**config.mk**
```make
export PLATFORM = sky130hd
export DESIGN_NAME = nuca_bankset_ctrl
export DESIGN_NICKNAME = d
export VERILOG_FILES = /design/src/rtl/nuca_pkg.sv /design/src/rtl/nuca_bank.sv /design/src/rtl/nuca_ptag.sv /design/src/rtl/nuca_seq.sv /design/src/rtl/nuca_bankset_ctrl.sv
export SDC_FILE = /design/constraint.sdc
export NUM_CORES = 1
export LEC_CHECK = 0
export ABC_AREA = 1
export BUFFER_PORTS_ARGS = -buffer_cell sky130_fd_sc_hd__buf_2
export CAP_MARGIN = 20
export CORE_ASPECT_RATIO = 0.8
export CORE_MARGIN = 5
export CORE_UTILIZATION = 50
export CTS_BUF_LIST = sky130_fd_sc_hd__clkbuf_2 sky130_fd_sc_hd__clkbuf_4 sky130_fd_sc_hd__clkbuf_8
export CTS_CLUSTER_SIZE = 14
export DETAILED_ROUTE_END_ITERATION = 8
export GPL_TIMING_DRIVEN = 0
export PLACE_DENSITY_LB_ADDON = 0.05
export SLEW_MARGIN = 20
export SYNTH_ARGS = -nofsm -noshare
export SYNTH_HDL_FRONTEND = slang
export SYNTH_HIERARCHICAL = 1
export SYNTH_SLANG_ARGS = --single-unit
```
**constraint.sdc**
```tcl
create_clock -name clk -period 5.6 [get_ports clk]
set_input_delay 0.28 -clock clk [delete_from_list [all_inputs] [get_ports clk]]
set_output_delay 0.28 -clock clk [all_outputs]
set_load 0.05 [all_outputs]
```
**src/rtl/nuca_pkg.sv**
```systemverilog
// Shared types for the bankset controller.
// Holds the sequencer state encoding. Widths are kept as module parameters.
package nuca_pkg;
    typedef enum logic [1:0] {
        ST_IDLE = 2'd0,
        ST_WAIT = 2'd1,
        ST_SWAP = 2'd2
    } nuca_state_e;
endpackage

```
**src/rtl/nuca_bank.sv**
```systemverilog
// One cache bank: each of its SETS entries holds one line (valid bit, tag, data).
// Assumes: reads are combinational at rd_set, and the full-tag compare runs
// against lk_tag at that same set. Writes take effect at the clock edge.
// Reset invalidates every entry; tag and data are left unreset.
module nuca_bank #(
    parameter int SETS  = 4,
    parameter int TAGW  = 12,
    parameter int DATAW = 16,
    localparam int SETW = (SETS > 1) ? $clog2(SETS) : 1
) (
    input  logic             clk,
    input  logic             rst_n,
    input  logic [SETW-1:0]  rd_set,
    input  logic [TAGW-1:0]  lk_tag,
    output logic             lk_hit,
    output logic             rd_valid,
    output logic [TAGW-1:0]  rd_tag,
    output logic [DATAW-1:0] rd_data,
    input  logic             wr_en,
    input  logic [SETW-1:0]  wr_set,
    input  logic             wr_valid,
    input  logic [TAGW-1:0]  wr_tag,
    input  logic [DATAW-1:0] wr_data
);
    logic [SETS-1:0]  valid_q;
    logic [TAGW-1:0]  tag_q  [SETS];
    logic [DATAW-1:0] data_q [SETS];

    // Valid bits: cleared by reset, written along with the line.
    always_ff @(posedge clk) begin
        if (!rst_n) begin
            valid_q <= '0;
        end else if (wr_en) begin
            valid_q[wr_set] <= wr_valid;
        end
    end

    // Tag and data storage: no reset needed, qualified by the valid bit.
    always_ff @(posedge clk) begin
        if (wr_en) begin
            tag_q[wr_set]  <= wr_tag;
            data_q[wr_set] <= wr_data;
        end
    end

    // Read port and full-tag compare.
    always_comb begin
        rd_valid = valid_q[rd_set];
        rd_tag   = tag_q[rd_set];
        rd_data  = data_q[rd_set];
        lk_hit   = rd_valid && (rd_tag == lk_tag);
    end
endmodule

```
**src/rtl/nuca_ptag.sv**
```systemverilog
// Partial-tag filter: holds the low PTW tag bits, plus a valid bit, for every
// bank position of every set.
// Assumes: it is written with the same per-position enables and set as the
// banks, so it always mirrors their order. any_match is combinational.
module nuca_ptag #(
    parameter int SETS = 4,
    parameter int NB   = 4,
    parameter int PTW  = 4,
    localparam int SETW = (SETS > 1) ? $clog2(SETS) : 1
) (
    input  logic                    clk,
    input  logic                    rst_n,
    input  logic [SETW-1:0]         rd_set,
    input  logic [PTW-1:0]          lk_ptag,
    output logic                    any_match,
    input  logic [NB-1:0]           wr_en,
    input  logic [SETW-1:0]         wr_set,
    input  logic [NB-1:0]           wr_valid,
    input  logic [NB-1:0][PTW-1:0]  wr_ptag
);
    logic [NB-1:0]          pv_q [SETS];
    logic [NB-1:0][PTW-1:0] pt_q [SETS];

    // Valid bits per position: cleared on reset, updated by each position's enable.
    always_ff @(posedge clk) begin
        if (!rst_n) begin
            for (int s = 0; s < SETS; s++) begin
                pv_q[s] <= '0;
            end
        end else begin
            for (int p = 0; p < NB; p++) begin
                if (wr_en[p]) begin
                    pv_q[wr_set][p] <= wr_valid[p];
                end
            end
        end
    end

    // Partial tag bits per position.
    always_ff @(posedge clk) begin
        for (int p = 0; p < NB; p++) begin
            if (wr_en[p]) begin
                pt_q[wr_set][p] <= wr_ptag[p];
            end
        end
    end

    // Match any valid partial tag in the addressed set.
    always_comb begin
        any_match = 1'b0;
        for (int p = 0; p < NB; p++) begin
            if (pv_q[rd_set][p] && (pt_q[rd_set][p] == lk_ptag)) begin
                any_match = 1'b1;
            end
        end
    end
endmodule

```
**src/rtl/nuca_seq.sv**
```systemverilog
// Request sequencer: idle -> wait for the chosen latency -> optional swap cycle.
// Assumes: start is only raised while idle. tgt is at least 1. promote is
// stable from the response cycle on.
module nuca_seq
    import nuca_pkg::*;
#(
    parameter int LATW = 4
) (
    input  logic            clk,
    input  logic            rst_n,
    input  logic            start,
    input  logic [LATW-1:0] tgt,
    input  logic            promote,
    output nuca_state_e     state,
    output logic            rsp_fire,
    output logic            swap_go
);
    logic [LATW-1:0] cnt_q;
    logic [LATW-1:0] tgt_q;

    // State and latency counter.
    always_ff @(posedge clk) begin
        if (!rst_n) begin
            state <= ST_IDLE;
            cnt_q <= '0;
            tgt_q <= '0;
        end else begin
            case (state)
                ST_IDLE: begin
                    if (start) begin
                        state <= ST_WAIT;
                        cnt_q <= LATW'(1);
                        tgt_q <= tgt;
                    end
                end
                ST_WAIT: begin
                    if (cnt_q == tgt_q) begin
                        state <= promote ? ST_SWAP : ST_IDLE;
                    end else begin
                        cnt_q <= cnt_q + LATW'(1);
                    end
                end
                default: state <= ST_IDLE;
            endcase
        end
    end

    // Response pulse and swap strobe.
    always_comb begin
        rsp_fire = (state == ST_WAIT) && (cnt_q == tgt_q);
        swap_go  = (state == ST_SWAP);
    end

    AST_SWAP_AFTER_RSP: assert property (@(posedge clk) disable iff (!rst_n)
        (state == ST_SWAP) |-> $past(rsp_fire)) else $error("swap without response");
    AST_RSP_SINGLE: assert property (@(posedge clk) disable iff (!rst_n)
        rsp_fire |=> !rsp_fire) else $error("response longer than one cycle");
endmodule

```
**src/rtl/nuca_bankset_ctrl.sv**
```systemverilog
// Distance-ordered bankset controller (top).
// NB banks are probed in parallel. The response waits for the latency of the
// bank that hit (BASE+i*STEP), or for the farthest-bank latency on a miss. A
// miss that the partial-tag filter catches is reported one cycle after
// acceptance. A hit in bank k>0 swaps lines k and k-1 in one cycle after the
// response, and new requests are held off during that cycle. Fills go to the
// farthest bank.
// Assumes: a fill never carries a tag that is already present in its set.
module nuca_bankset_ctrl
    import nuca_pkg::*;
#(
    parameter int NB    = 4,
    parameter int SETS  = 4,
    parameter int TAGW  = 12,
    parameter int DATAW = 16,
    parameter int PTW   = 4,
    parameter int BASE  = 2,
    parameter int STEP  = 2,
    localparam int SETW    = (SETS > 1) ? $clog2(SETS) : 1,
    localparam int BW      = (NB > 1) ? $clog2(NB) : 1,
    localparam int TAILLAT = BASE + (NB - 1) * STEP,
    localparam int LATW    = $clog2(TAILLAT + 1)
) (
    input  logic             clk,
    input  logic             rst_n,
    input  logic             req_valid,
    output logic             req_ready,
    input  logic             req_fill,
    input  logic [SETW-1:0]  req_set,
    input  logic [TAGW-1:0]  req_tag,
    input  logic [DATAW-1:0] req_data,
    output logic             rsp_valid,
    output logic             rsp_hit,
    output logic             rsp_early,
    output logic [BW-1:0]    rsp_bank,
    output logic [DATAW-1:0] rsp_data
);
    nuca_state_e state;
    logic        rsp_fire, swap_go;
    logic        accept, rd_accept, fill_accept;
    logic [SETW-1:0] rd_set, wr_set;

    logic [NB-1:0]             hit_vec;
    logic [NB-1:0]             b_valid;
    logic [NB-1:0][TAGW-1:0]   b_tag;
    logic [NB-1:0][DATAW-1:0]  b_data;

    logic [NB-1:0]             w_en;
    logic [NB-1:0]             w_valid;
    logic [NB-1:0][TAGW-1:0]   w_tag;
    logic [NB-1:0][DATAW-1:0]  w_data;
    logic [NB-1:0][PTW-1:0]    w_ptag;

    logic             pt_any;
    logic             hit_any;
    logic [BW-1:0]    hit_idx;
    logic [DATAW-1:0] hit_data;
    logic [LATW-1:0]  tgt;

    logic [SETW-1:0]  set_q;
    logic             hit_q, early_q, promote_q;
    logic [BW-1:0]    bank_q;
    logic [DATAW-1:0] data_q;

    // Handshake decode.
    always_comb begin
        req_ready   = (state == ST_IDLE);
        accept      = req_valid && req_ready;
        rd_accept   = accept && !req_fill;
        fill_accept = accept && req_fill;
        rd_set      = (state == ST_IDLE) ? req_set : set_q;
        wr_set      = swap_go ? set_q : req_set;
    end

    // Banks and their swap/fill write muxes.
    for (genvar g = 0; g < NB; g++) begin : g_bank
        logic             up_v, dn_v, sel_up, sel_dn, fill_here;
        logic [TAGW-1:0]  up_t, dn_t;
        logic [DATAW-1:0] up_d, dn_d;

        if (g < NB - 1) begin : g_up
            assign up_v   = b_valid[g+1];
            assign up_t   = b_tag[g+1];
            assign up_d   = b_data[g+1];
            assign sel_up = swap_go && (bank_q == BW'(g + 1));
        end else begin : g_noup
            assign up_v   = 1'b0;
            assign up_t   = '0;
            assign up_d   = '0;
            assign sel_up = 1'b0;
        end

        if (g > 0) begin : g_dn
            assign dn_v   = b_valid[g-1];
            assign dn_t   = b_tag[g-1];
            assign dn_d   = b_data[g-1];
            assign sel_dn = swap_go && (bank_q == BW'(g));
        end else begin : g_nodn
            assign dn_v   = 1'b0;
            assign dn_t   = '0;
            assign dn_d   = '0;
            assign sel_dn = 1'b0;
        end

        assign fill_here = fill_accept && (g == NB - 1);

        // Select the incoming line for this bank position.
        always_comb begin
            w_en[g] = fill_here || sel_up || sel_dn;
            if (fill_here) begin
                w_valid[g] = 1'b1;
                w_tag[g]   = req_tag;
                w_data[g]  = req_data;
            end else if (sel_up) begin
                w_valid[g] = up_v;
                w_tag[g]   = up_t;
                w_data[g]  = up_d;
            end else begin
                w_valid[g] = dn_v;
                w_tag[g]   = dn_t;
                w_data[g]  = dn_d;
            end
            w_ptag[g] = w_tag[g][PTW-1:0];
        end

        nuca_bank #(
            .SETS (SETS),
            .TAGW (TAGW),
            .DATAW(DATAW)
        ) u_bank (
            .clk     (clk),
            .rst_n   (rst_n),
            .rd_set  (rd_set),
            .lk_tag  (req_tag),
            .lk_hit  (hit_vec[g]),
            .rd_valid(b_valid[g]),
            .rd_tag  (b_tag[g]),
            .rd_data (b_data[g]),
            .wr_en   (w_en[g]),
            .wr_set  (wr_set),
            .wr_valid(w_valid[g]),
            .wr_tag  (w_tag[g]),
            .wr_data (w_data[g])
        );
    end

    nuca_ptag #(
        .SETS(SETS),
        .NB  (NB),
        .PTW (PTW)
    ) u_ptag (
        .clk      (clk),
        .rst_n    (rst_n),
        .rd_set   (rd_set),
        .lk_ptag  (req_tag[PTW-1:0]),
        .any_match(pt_any),
        .wr_en    (w_en),
        .wr_set   (wr_set),
        .wr_valid (w_valid),
        .wr_ptag  (w_ptag)
    );

    // Encode the hitting bank (nearest wins) and choose the response latency.
    always_comb begin
        hit_any  = |hit_vec;
        hit_idx  = '0;
        hit_data = '0;
        for (int i = NB - 1; i >= 0; i--) begin
            if (hit_vec[i]) begin
                hit_idx  = BW'(i);
                hit_data = b_data[i];
            end
        end
        if (hit_any) begin
            tgt = LATW'(BASE + STEP * int'(hit_idx));
        end else if (!pt_any) begin
            tgt = LATW'(1);
        end else begin
            tgt = LATW'(TAILLAT);
        end
    end

    // Capture the lookup result at acceptance.
    always_ff @(posedge clk) begin
        if (!rst_n) begin
            set_q     <= '0;
            hit_q     <= 1'b0;
            early_q   <= 1'b0;
            promote_q <= 1'b0;
            bank_q    <= '0;
            data_q    <= '0;
        end else if (rd_accept) begin
            set_q     <= req_set;
            hit_q     <= hit_any;
            early_q   <= !hit_any && !pt_any;
            promote_q <= hit_any && (hit_idx != '0);
            bank_q    <= hit_any ? hit_idx : '0;
            data_q    <= hit_any ? hit_data : '0;
        end
    end

    nuca_seq #(
        .LATW(LATW)
    ) u_seq (
        .clk     (clk),
        .rst_n   (rst_n),
        .start   (rd_accept),
        .tgt     (tgt),
        .promote (promote_q),
        .state   (state),
        .rsp_fire(rsp_fire),
        .swap_go (swap_go)
    );

    // Response outputs, zero outside the pulse.
    always_comb begin
        rsp_valid = rsp_fire;
        rsp_hit   = rsp_fire && hit_q;
        rsp_early = rsp_fire && early_q;
        rsp_bank  = rsp_fire ? bank_q : '0;
        rsp_data  = rsp_fire ? data_q : '0;
    end

    AST_EARLY_NOT_HIT: assert property (@(posedge clk) disable iff (!rst_n)
        (rsp_valid && rsp_early) |-> !rsp_hit) else $error("early miss flagged a hit");
    AST_PTAG_COVERS_HIT: assert property (@(posedge clk) disable iff (!rst_n)
        (rd_accept && hit_any) |-> pt_any) else $error("partial filter missed a resident line");
    AST_HIT_UNIQUE: assert property (@(posedge clk) disable iff (!rst_n)
        rd_accept |-> $onehot0(hit_vec)) else $error("tag present in two banks");
    AST_PROMOTE_STALL: assert property (@(posedge clk) disable iff (!rst_n)
        (rsp_valid && rsp_hit && (rsp_bank != '0)) |=> !req_ready) else $error("no stall for swap");
    AST_BANK0_STAY: assert property (@(posedge clk) disable iff (!rst_n)
        (rsp_valid && rsp_hit && (rsp_bank == '0)) |=> req_ready) else $error("stall after bank0 hit");
    AST_FILL_QUIET: assert property (@(posedge clk) disable iff (!rst_n)
        fill_accept |=> (!rsp_valid && req_ready)) else $error("fill produced a response");
endmodule

```
=== After elaboration in Yosys (flattened, before gate mapping) ===
Memories as Yosys holds them, arrays and structs flattened.
Cells that the tools add are included.

* Register bits after elaboration: 49
* Memory bits (writable): 528
* Bits of input ports: 34
* Output and inout port bits: 22
* Word-level logic and storage cells: 152
* Memories: 10

* Add/sub/neg operators: 2
* $lt $le $gt $ge: 3
* Equality and inequality tests: 17
* Multiplexer cells: 73
* Reduce and logical (&&, ||, !) cells: 34

{| class="wikitable"
|+ Memory list
! name !! words !! bits a word !! read ports !! clocked after memory_dff !! write ports !! line !! RTL
|-
| g_bank[0].u_bank.data_q || 4 || 16 || 1 || 0 || 1 || nuca_bank.sv:27 || <nowiki>logic [DATAW-1:0] data_q [SETS];</nowiki>
|-
| g_bank[1].u_bank.data_q || 4 || 16 || 1 || 0 || 1 || nuca_bank.sv:27 ||
|-
| g_bank[2].u_bank.data_q || 4 || 16 || 1 || 0 || 1 || nuca_bank.sv:27 ||
|-
| g_bank[3].u_bank.data_q || 4 || 16 || 1 || 0 || 1 || nuca_bank.sv:27 ||
|-
| u_ptag.pt_q || 4 || 16 || 1 || 0 || 1 || nuca_ptag.sv:22 || <nowiki>logic [NB-1:0][PTW-1:0] pt_q [SETS];</nowiki>
|-
| g_bank[0].u_bank.tag_q || 4 || 12 || 1 || 0 || 1 || nuca_bank.sv:26 || <nowiki>logic [TAGW-1:0] tag_q [SETS];</nowiki>
|-
| 4 more memories || -- || -- || -- || -- || -- || -- ||
|}

{| class="wikitable"
|+ Operators with widths
! operator !! number
|-
| 16-bit two-way mux || 10
|-
| 12-bit == test || 4
|-
| 12-bit two-way mux || 4
|-
| 1-bit two-way mux || 30
|-
| 2-bit two-way mux || 12
|-
| 4-bit two-way mux || 6
|-
| 4-bit == test || 5
|-
| 1-bit logical AND || 20
|-
| 4-bit bitwise mux || 4
|-
| 1-bit binary-select mux with 2-bit select || 4
|-
| 4-bit case mux with 2 select lines || 1
|-
| 4-bit OR reduction || 2
|-
| 2-bit == test, second input constant || 3
|-
| 2-bit by 3-bit < comparator with 1-bit output, second input constant || 2
|-
| 2-bit by 3-bit adder with 4-bit output, first input constant || 1
|-
| 4-bit by 1-bit adder with 4-bit output, second input constant || 1
|-
| 2-bit by 1-bit == test with 1-bit output, second input constant || 2
|-
| 2-bit != test, second input constant || 2
|-
| 2-bit case mux with 2 select lines || 1
|-
| 2-bit AND reduction || 2
|-
| 2-bit nonzero test || 2
|-
| 1-bit logical NOT || 3
|-
| 1-bit logical OR || 3
|-
| 3-bit AND reduction || 1
|-
| other kinds (4) || 4
|}

=== Depth between registers and ports, before layout ===
Gate-level depths: netlist of the first run.

* Depth in word-level cells: 11
* Gate-level depth with buffers: 24
* Gate-level depth less buffers: 21

=== Hierarchy ===
Netlist of the first run, hierarchy kept.

{| class="wikitable"
|+ Modules (own cells, without submodules)
! module !! times used !! cells an instance !! area each (um^2) !! seq. area each (um^2)
|-
| nuca_bank (g_bank[0].u_bank ...) || 2 || 385 || 4621.9 || 3443.3
|-
| nuca_bank (g_bank[3].u_bank) || 1 || 389 || 4674.5 || 3443.3
|-
| nuca_bank (g_bank[2].u_bank) || 1 || 390 || 4635.7 || 3443.3
|-
| nuca_ptag || 1 || 383 || 3721.1 || 2402.3
|-
| nuca_bankset_ctrl || 1 || 563 || 2944.1 || 460.4
|-
| nuca_seq || 1 || 75 || 508.0 || 200.2
|}

=== Worst setup path before layout of the first run ===
OpenSTA, ideal clock, no wires.

* Path kind: reg2reg
* From: reg u_seq.state[1]
* To: mem g_bank[1].u_bank.data_q[2][0], enable pin
* Library setup time: 0.452 ns
* Data arrival time: 3.577 ns
* Data required time: 5.148 ns
* Path slack: 1.570 ns
* Cell stages (with the launch flop): 7
* Buffers on the path: 0
* Clock period less this slack: 4.030 ns
* Path through: dfxtp_1 -> inv_1 -> nor2_1 -> nor2_1 -> a21oi_1 -> inv_1 -> nor3_1

* Elaborated cells on any way between the ends: 7
* Those cells by class: 1 x eq/ne; 3 x mux; 3 x reduce/logical

{| class="wikitable"
|+ RTL lines
! element !! line !! RTL
|-
| start, declared || nuca_seq.sv:14 || <nowiki>output nuca_state_e state,</nowiki>
|-
| start signal, assigned || nuca_seq.sv:38 || <nowiki>state <= promote ? ST_SWAP : ST_IDLE;</nowiki>
|-
| 2-bit == test || nuca_seq.sv:51 || <nowiki>swap_go = (state == ST_SWAP);</nowiki>
|-
| named net swap_go || nuca_bankset_ctrl.sv:39 || <nowiki>logic rsp_fire, swap_go;</nowiki>
|-
| 2-bit two-way mux || nuca_bankset_ctrl.sv:72 || <nowiki>wr_set = swap_go ? set_q : req_set;</nowiki>
|-
| named net wr_set[1] || nuca_bankset_ctrl.sv:41 || <nowiki>logic [SETW-1:0] rd_set, wr_set;</nowiki>
|-
| end, declared || nuca_bank.sv:27 ||
|}

The timed path passes the listed nets, and every way through them passes these cells.

=== Worst setup path in the final report of the first run ===
* From: reg u_seq.state[1]
* To: reg u_seq.tgt_q[2]

* Elaborated cells on any way between the ends: 32
* Those cells by class: 1 x add/sub; 4 x eq/ne; 14 x mux; 9 x reduce/logical; 4 x memory

{| class="wikitable"
|+ RTL lines
! element !! line !! RTL
|-
| 2-bit logical NOT (*) || nuca_bankset_ctrl.sv:71 || <nowiki>rd_set = (state == ST_IDLE) ? req_set : set_q;</nowiki>
|-
| 2-bit two-way mux (*) || nuca_bankset_ctrl.sv:71 ||
|-
| named net rd_set[0] || nuca_bankset_ctrl.sv:41 ||
|-
| memory 4 x 12 bit or 1-bit binary-select mux with 2-bit select (tied branches) || -- ||
|-
| 12-bit == test or 1-bit two-way mux (tied branches) || nuca_bank.sv:51, nuca_bank.sv:48 ||
|-
| 1-bit logical AND (*) || nuca_bank.sv:51 || <nowiki>lk_hit = rd_valid && (rd_tag == lk_tag);</nowiki>
|-
| named net hit_vec[1] || nuca_bankset_ctrl.sv:43 || <nowiki>logic [NB-1:0] hit_vec;</nowiki>
|-
| 2-bit two-way mux (2 in a row) || nuca_bankset_ctrl.sv:169 || <nowiki>if (hit_vec[i]) begin</nowiki>
|-
| 2-bit by 3-bit adder with 4-bit output || nuca_bankset_ctrl.sv:175 || <nowiki>tgt = LATW'(BASE + STEP * int'(hit_idx));</nowiki>
|-
| 4-bit two-way mux (*) || nuca_bankset_ctrl.sv:174 || <nowiki>if (hit_any) begin</nowiki>
|-
| named net tgt[2] || nuca_bankset_ctrl.sv:58 || <nowiki>logic [LATW-1:0] tgt;</nowiki>
|-
| end signal, assigned || nuca_seq.sv:33 || <nowiki>tgt_q <= tgt;</nowiki>
|-
| end, declared || nuca_seq.sv:19 || <nowiki>logic [LATW-1:0] tgt_q;</nowiki>
|}

Mark *: on every way through the listed nets, which the timed path passes. The rest lies on a longest branch. The select of a mux whose other input is x is not followed.
A chain may end at the register's enable or synchronous reset.

==> flow_summary.json, run 1 <==
{
  "floorplan.initialDensity": 0.504,
  "overflow": 0,
  "mostFrequentLayoutCell": "nand2_1",
  "num_antenna_cells": 0,
  "post-route-period-util": 0.818,
  "synth.top_cell.area_share": 0.616,
  "hpwlAfterDp_um": 54900,
  "holdBufCountCts": 3,
  "power_density_nw_per_um2": 327,
  "grt_max_degree": 36,
  "finalCriticalPeriod_ps": 4580,
  "postRouteAntennaNets": 0,
  "die_h_um": 213,
  "crit_chain": "nor2_4, nand2_1, o21ai_4, buf_16, buf_2, nand2_1, nand3_1, nand2_1, a21oi_1, nand2_1, nor2_1, nand2_1, nor2_1, buf_4, clkinv_1, a21oi_1, inv_1, ha_1, a21boi_0, o21ai_0, a21oi_1",
  "gp_congestion": 0.894,
  "synth_edf_count": 528,
  "reg2reg_slack_ps": 1020,
  "hold_end": "g_bank[3].u_bank/data_q[3][9]$_DFFE_PP_",
  "worstPathMaxFanout": 11,
  "tritoncts": "yes",
  "cts_setup_buffers": 0,
  "reg2reg_from": "u_seq/state[1]$_SDFFE_PN0P_",
  "dieArea_um2": 56100,
  "first_pass_iters": 6,
  "critical-path-max-stage-delay_ps": 420,
  "wirelength_um": 76400,
  "synth.ff_latch_count": 577,
  "synth_warnings": 6,
  "drv_cap": 0,
  "cp_data_required_time_ps": 6200,
  "fmax_ghz": 0.218,
  "maxSlewHeadroom": 0.283,
  "row_count": 74,
  "instances_no_fill": 3541,
  "crit_arrival_ps": 5170,
  "drt_iter0_markers": 2112,
  "timing.hold.ws_ps": 53.5,
  "postSynthCellCount": 2570,
  "finalSetupViolCount": 0,
  "routed_via_density": 5.51,
  "hold_class": "in2reg",
  "finish.utilization": 0.575,
  "p_leak_nw": 11.7,
  "yosys-top-cells-area": "edfxtp_1 (62%), nand2_1 (9.6%), nor2_1 (4.3%), nand3_1 (4.2%), dfxtp_1 (3.8%)",
  "finClkSkew_ps": 24.3,
  "rsz0062_at_grt": "false",
  "endpoint_kind": "flop",
  "cts.htree.levels": 3,
  "finalPower_mw": 9.59,
  "cp-start-kind": "flop",
  "hold_viol_final": 0,
  "io_buffers": 55,
  "wire_per_inst_um": 21.6,
  "crit_slowest_cell": "a21oi_1",
  "fillCellCount": 4476,
  "clockBufferDepth": 3,
  "ys_types": 37,
  "fin_tns_setup_ps": 0,
  "final_cell_mix": "nand2_1 (660), edfxtp_1 (528), nor2_1 (294), inv_1 (233), nand3_1 (214)",
  "design.portCount": 56,
  "reg2reg_to": "u_seq/tgt_q[2]$_SDFFE_PN0P_",
  "cts-resized-gates": 0,
  "drive_gt1_frac": 0.139,
  "synth_area_um2": 25700,
  "rr_worst_depth": 21,
  "worstSetupPathType": "reg2reg",
  "dp.cells": 3371,
  "yosys.area.top_type": "edfxtp_1",
  "syn-num-nets": 2607,
  "synth-main-ff-cell": "edfxtp_1",
  "hp-start": "req_data[9]",
  "clock-sinks": 577,
  "status": "finished clean",
  "antenna_found_initial": 0,
  "grt_pass1_vias": 18700,
  "grt_pass1_wl_um": 114000,
  "cpMostUsedCell": "nand2_1",
  "async_reset_ff_frac": 0,
  "slew_violations": 0,
  "coreArea_um2": 51000,
  "areaGrowthSynthToFinish_pct": 14.1,
  "grtUsageTotal": 0.267,
  "cts_made_buffers": 93,
  "cts_root_buffer": "clkbuf_8",
  "post-route-drc-count": 0,
  "irDropWorstVdd_v": 0.000241,
  "worstMarginPinSlew_ps": 1080,
  "num_vias": 19500,
  "die_x_um": 264,
  "clkLatencyLatePin_ps": 690,
  "clk_pin_slew_ps": 60,
  "ys_seq_area_frac": 0.654,
  "synth.avg_cell_area_um2": 10.0,
  "layout.nets": 2822,
  "whs_path_depth": 3
}
[worst max-delay path by stage]
stage,to,slack [ps],depth (start not counted),from
final,u_seq/tgt_q[2]$_SDFFE_PN0P_,1020,21,u_seq/state[1]$_SDFFE_PN0P_
after global routing,u_seq/tgt_q[2]$_SDFFE_PN0P_,740,21,u_seq/state[1]$_SDFFE_PN0P_
after CTS,u_seq/tgt_q[2]$_SDFFE_PN0P_,1030,21,u_seq/state[1]$_SDFFE_PN0P_
after detailed placement,u_seq/tgt_q[2]$_SDFFE_PN0P_,1070,21,u_seq/state[1]$_SDFFE_PN0P_
after global placement,u_seq/tgt_q[2]$_SDFFE_PN0P_,-1180,19,u_seq/state[0]$_SDFFE_PN0P_
after floorplan,g_bank[1].u_bank/data_q[2][0]$_DFFE_PP_,1570,6,u_seq/state[1]$_SDFFE_PN0P_
[layout make-up]
| cell class | instances | area (um2) | area share |
|---|---|---|---|
| flip-flops and latches | 577 | 16800 | 0.574 |
| multi-input cells | 1621 | 7410 | 0.252 |
| clock buffers | 127 | 1560 | 0.0532 |
| inverters | 246 | 928 | 0.0316 |
| well taps | 684 | 856 | 0.0292 |
| repair buffers | 120 | 843 | 0.0287 |
| plain buffers | 126 | 659 | 0.0225 |
| clock inverters | 40 | 265 | 0.00904 |
[report_power, final]
group,switching (mW),internal [mW]
Sequential,0.0144,4.80
Combinational,0.854,0.305
Clock,1.68,1.94
Total,2.55,7.04
[critical path: cells and delay by family (launching register included)]
family                   cells  cell delay, ps
AO/OA/AOI/OAI                6            1550
adder cells (fa/ha/maj)      1             290
AND/OR/NAND/NOR              9            1210
buffers and inverters        5            1070
flip-flops                   1             340
[flip-flops by register name, summed over array words and instances, names as in the netlist, 4 cells and up]
name,count
u_ptag/pt_q,64
data_q,16
u_ptag/pv_q,16
u_seq/tgt_q,4
g_bank.u_bank/tag_q,192
g_bank.u_bank/valid_q,16
g_bank.u_bank/data_q,256
u_seq/cnt_q,4
[metal layers]
layer / GRT usage / vias up / part of all wire / wire (um)
met2: 0.432 / 814 / 0.47 / 35500
met1: 0.381 / 9445 / 0.44 / 33700
met5: 0 / - / 0 / 0
li1: - / 9135 / - / -
met4: 0.0746 / 0 / 0.023 / 1780
met3: 0.0427 / 127 / 0.070 / 5360
[cell usage after synthesis, types with 2 or more instances]
library cell  instances
a21oi_1             116
clkinv_1              3
o21ai_0             182
mux2_2               19
nand3b_1             19
nor2_1              294
nand2_4               2
nor3_1               17
inv_2                 9
nand2_2               6
or2_2                 2
a21boi_0              2
nor2_2                2
inv_1               233
buf_1                 3
xnor2_1               4
nand2_1             660
mux2_4                3
edfxtp_1            528
o22ai_1              64
clkbuf_1             56
xor2_1                3
buf_4                 6
dfxtp_1              49
nand3_1             214
ha_1                  3
buf_6                14
o211ai_1              2
buf_2                47
[stage by stage]
stage / setup slack (ps) / area [um2]
2_1_floorplan: 1570 / 25700
3_3_place_gp: -1180 / 26900
3_5_place_dp: 1070 / 27500
4_1_cts: 1030 / 29400
5_1_grt: 737 / 29400
6_report: 1020 / 29400
[logic make-up (layout without fill, tap and decap cells)]
| group | count (synthesis) | after routing | share of synthesized area |
|---|---|---|---|
| and+or+nand+nor | 1221 | 1221 | 0.195 |
| buffers and inverters | 372 | 659 | 0.0617 |
| xor gates and xnor gates | 7 | 7 | 0.00238 |
| adders and majority gates | 3 | 3 | 0.00146 |
| muxes | 22 | 22 | 0.0101 |
| AOI/OAI and AO/OA | 368 | 368 | 0.0752 |
| DFF | 577 | 577 | 0.654 |
No activity file was read; power rests on OpenSTA's default activity.
==> run 2, diff against run 1 <==
==> constraint.sdc (replaced) <==
create_clock -name clk -period 4.5 [get_ports clk]
set_input_delay 0.225 -clock clk [delete_from_list [all_inputs] [get_ports clk]]
set_output_delay 0.225 -clock clk [all_outputs]
set_load 0.05 [all_outputs]
==> run 2 against run 1 <==
Effect of this change:
- sequential power is 25% higher
- die area unchanged
- fmax is 8.5% higher
- cell area increased by 0.47%
- critical path type unchanged
- critical endpoint unchanged
==> flow_summary.json, run 2 (synthesis results as in run 1) <==
{
  "status": "finished clean",
  "grt_max_degree": 36,
  "die_x_um": 264,
  "first_pass_iters": 5,
  "fmax_ghz": 0.237,
  "floorplan.initialDensity": 0.504,
  "areaGrowthSynthToFinish_pct": 14.6,
  "grtUsageTotal": 0.267,
  "worstSetupPathType": "reg2reg",
  "rsz0062_at_grt": "false",
  "clockBufferDepth": 3,
  "cts_made_buffers": 93,
  "post_dp_cell_area_um2": 27500,
  "layout.nets": 2834,
  "whs_path_depth": 3,
  "finalSetupViolCount": 0,
  "io_buffers": 55,
  "post-route-drc-count": 0,
  "routed_via_density": 5.53,
  "clkLatencyLatePin_ps": 690,
  "reg2reg_slack_ps": 280,
  "grt_pass1_vias": 18700,
  "wirelength_um": 76800,
  "design.portCount": 56,
  "globalRouteMet3Util": 0.0427,
  "ff_latch_area_um2": 16800,
  "crit_arrival_ps": 4820,
  "clock-sinks": 577,
  "mostFrequentLayoutCell": "nand2_1",
  "coreArea_um2": 51000,
  "overflow": 0,
  "drive_gt1_frac": 0.140,
  "final_area_um2": 29500,
  "met1_usage": 0.381,
  "biggestRegsByFlops": "g_bank.u_bank/data_q x256, g_bank.u_bank/tag_q x192, u_ptag/pt_q x64",
  "p_leak_nw": 11.7,
  "finish.utilization": 0.578,
  "largest_reg_flops": 256,
  "num_vias": 19700,
  "endpoint_kind": "flop",
  "finalCriticalPeriod_ps": 4220,
  "antenna_found_initial": 0,
  "post-route-period-util": 0.938,
  "fillCellCount": 4465,
  "tritoncts": "yes",
  "rr_worst_depth": 21,
  "postRouteAntennaNets": 0,
  "top_register": "g_bank.u_bank/data_q",
  "drt_iter0_markers": 2198,
  "hold_viol_final": 0,
  "gp_congestion": 0.894,
  "grt.busiest_layer": "met2",
  "num_antenna_cells": 0,
  "cp-start-kind": "flop",
  "drv_cap": 0,
  "power_density_nw_per_um2": 405,
  "grt_pass1_wl_um": 114000,
  "maxSlewHeadroom": 0.298,
  "worstPathMaxFanout": 11,
  "irDropWorstVdd_v": 0.000313,
  "multi_input_area_um2": 7410,
  "hpwlAfterDp_um": 54900,
  "finClkSkew_ps": 23.8,
  "cts.htree.levels": 3,
  "hold_class": "in2reg",
  "die_h_um": 213,
  "cts_root_buffer": "clkbuf_8",
  "dieArea_um2": 56100,
  "final_cell_mix": "nand2_1 (660), edfxtp_1 (528), nor2_1 (294), inv_1 (233), nand3_1 (214)",
  "worstMarginPinSlew_ps": 1050,
  "gr-usage-met2": 0.433,
  "row_count": 74,
  "clk_pin_slew_ps": 60,
  "wire_per_inst_um": 21.6,
  "cp_data_required_time_ps": 5100,
  "slew_violations": 0
}
==> run 2: repair_timing <==
item / CTS / global route
hold endpoints to repair: 52 / 0
endpoints found under the setup margin: 1 / 1
pin swaps: 0 / 1
buffers inserted: 0 / 1
hold buffers: 15 / 0
resized for setup: 1 / 5
==> run 2: worst paths after layout <==
| kind | from | to |
|---|---|---|
| min reg2reg | promote_q$_SDFFE_PN0P_ | promote_q$_SDFFE_PN0P_ |
| max | u_seq/state[0]$_SDFFE_PN0P_ | u_seq/tgt_q[2]$_SDFFE_PN0P_ |
| min | req_data[11] | g_bank[3].u_bank/data_q[1][11]$_DFFE_PP_ |
| max reg2reg | u_seq/state[0]$_SDFFE_PN0P_ | u_seq/tgt_q[2]$_SDFFE_PN0P_ |
==> run 2: report_power, final <==
part           total [mW]  internal (mW)  leakage [nW]  switching (mW)
clock                4.50           2.42         0.955            2.09
sequential           5.99           5.97          5.04          0.0180
combinational        1.46          0.388          5.74            1.07
total                11.9           8.77          11.7            3.17
==> run 2: through the flow <==
step / std cells / power (mW) / hold WS, ps / TNS (ps) / setup WS, ps
floorplan: 2570 / 6.97 / 345 / 0 / 470
global placement: 3309 / 7.48 / 455 / -1235170 / -2280
detailed placement: 3371 / 7.52 / 458 / -29.2 / -29.2
CTS: 3552 / 12.0 / 16.3 / 0 / 113
global route: 3553 / 12.4 / 9.27 / 0 / 51.5
finish: 3553 / 11.9 / 68.8 / 0 / 279
==> run 2: routing by layer <==
layer / wire (um) / up-vias
met4: 1950 / 0
met5: 0 / -
met3: 5440 / 146
met1: 33700 / 9547
li1: - / 9152
met2: 35700 / 805
==> run 2: layout make-up <==
class / instances / area share
clock inverters: 40 / 0.00899
well taps: 684 / 0.0290
clock buffers: 127 / 0.0529
flip-flops and latches: 577 / 0.571
repair buffers: 133 / 0.0329
inverters: 246 / 0.0316
multi-input cells: 1621 / 0.251
plain buffers: 125 / 0.0223
==> run 2: critical path, cell delays in order (launching register included) <==
cell	delay, ps
dfxtp_1	350
nor2_4	270
nand2_1	140
o21ai_4	190
buf_16	210
buf_2	250
nand2_1	70
nand3_1	120
nand2_1	90
a21oi_1	250
nand2_1	80
nor2_1	90
nand2_1	90
nor2_1	190
buf_4	260
clkinvlp_4	210
a21oi_2	280
inv_1	110
ha_1	280
a21boi_1	270
o21ai_0	150
a21oi_1	170
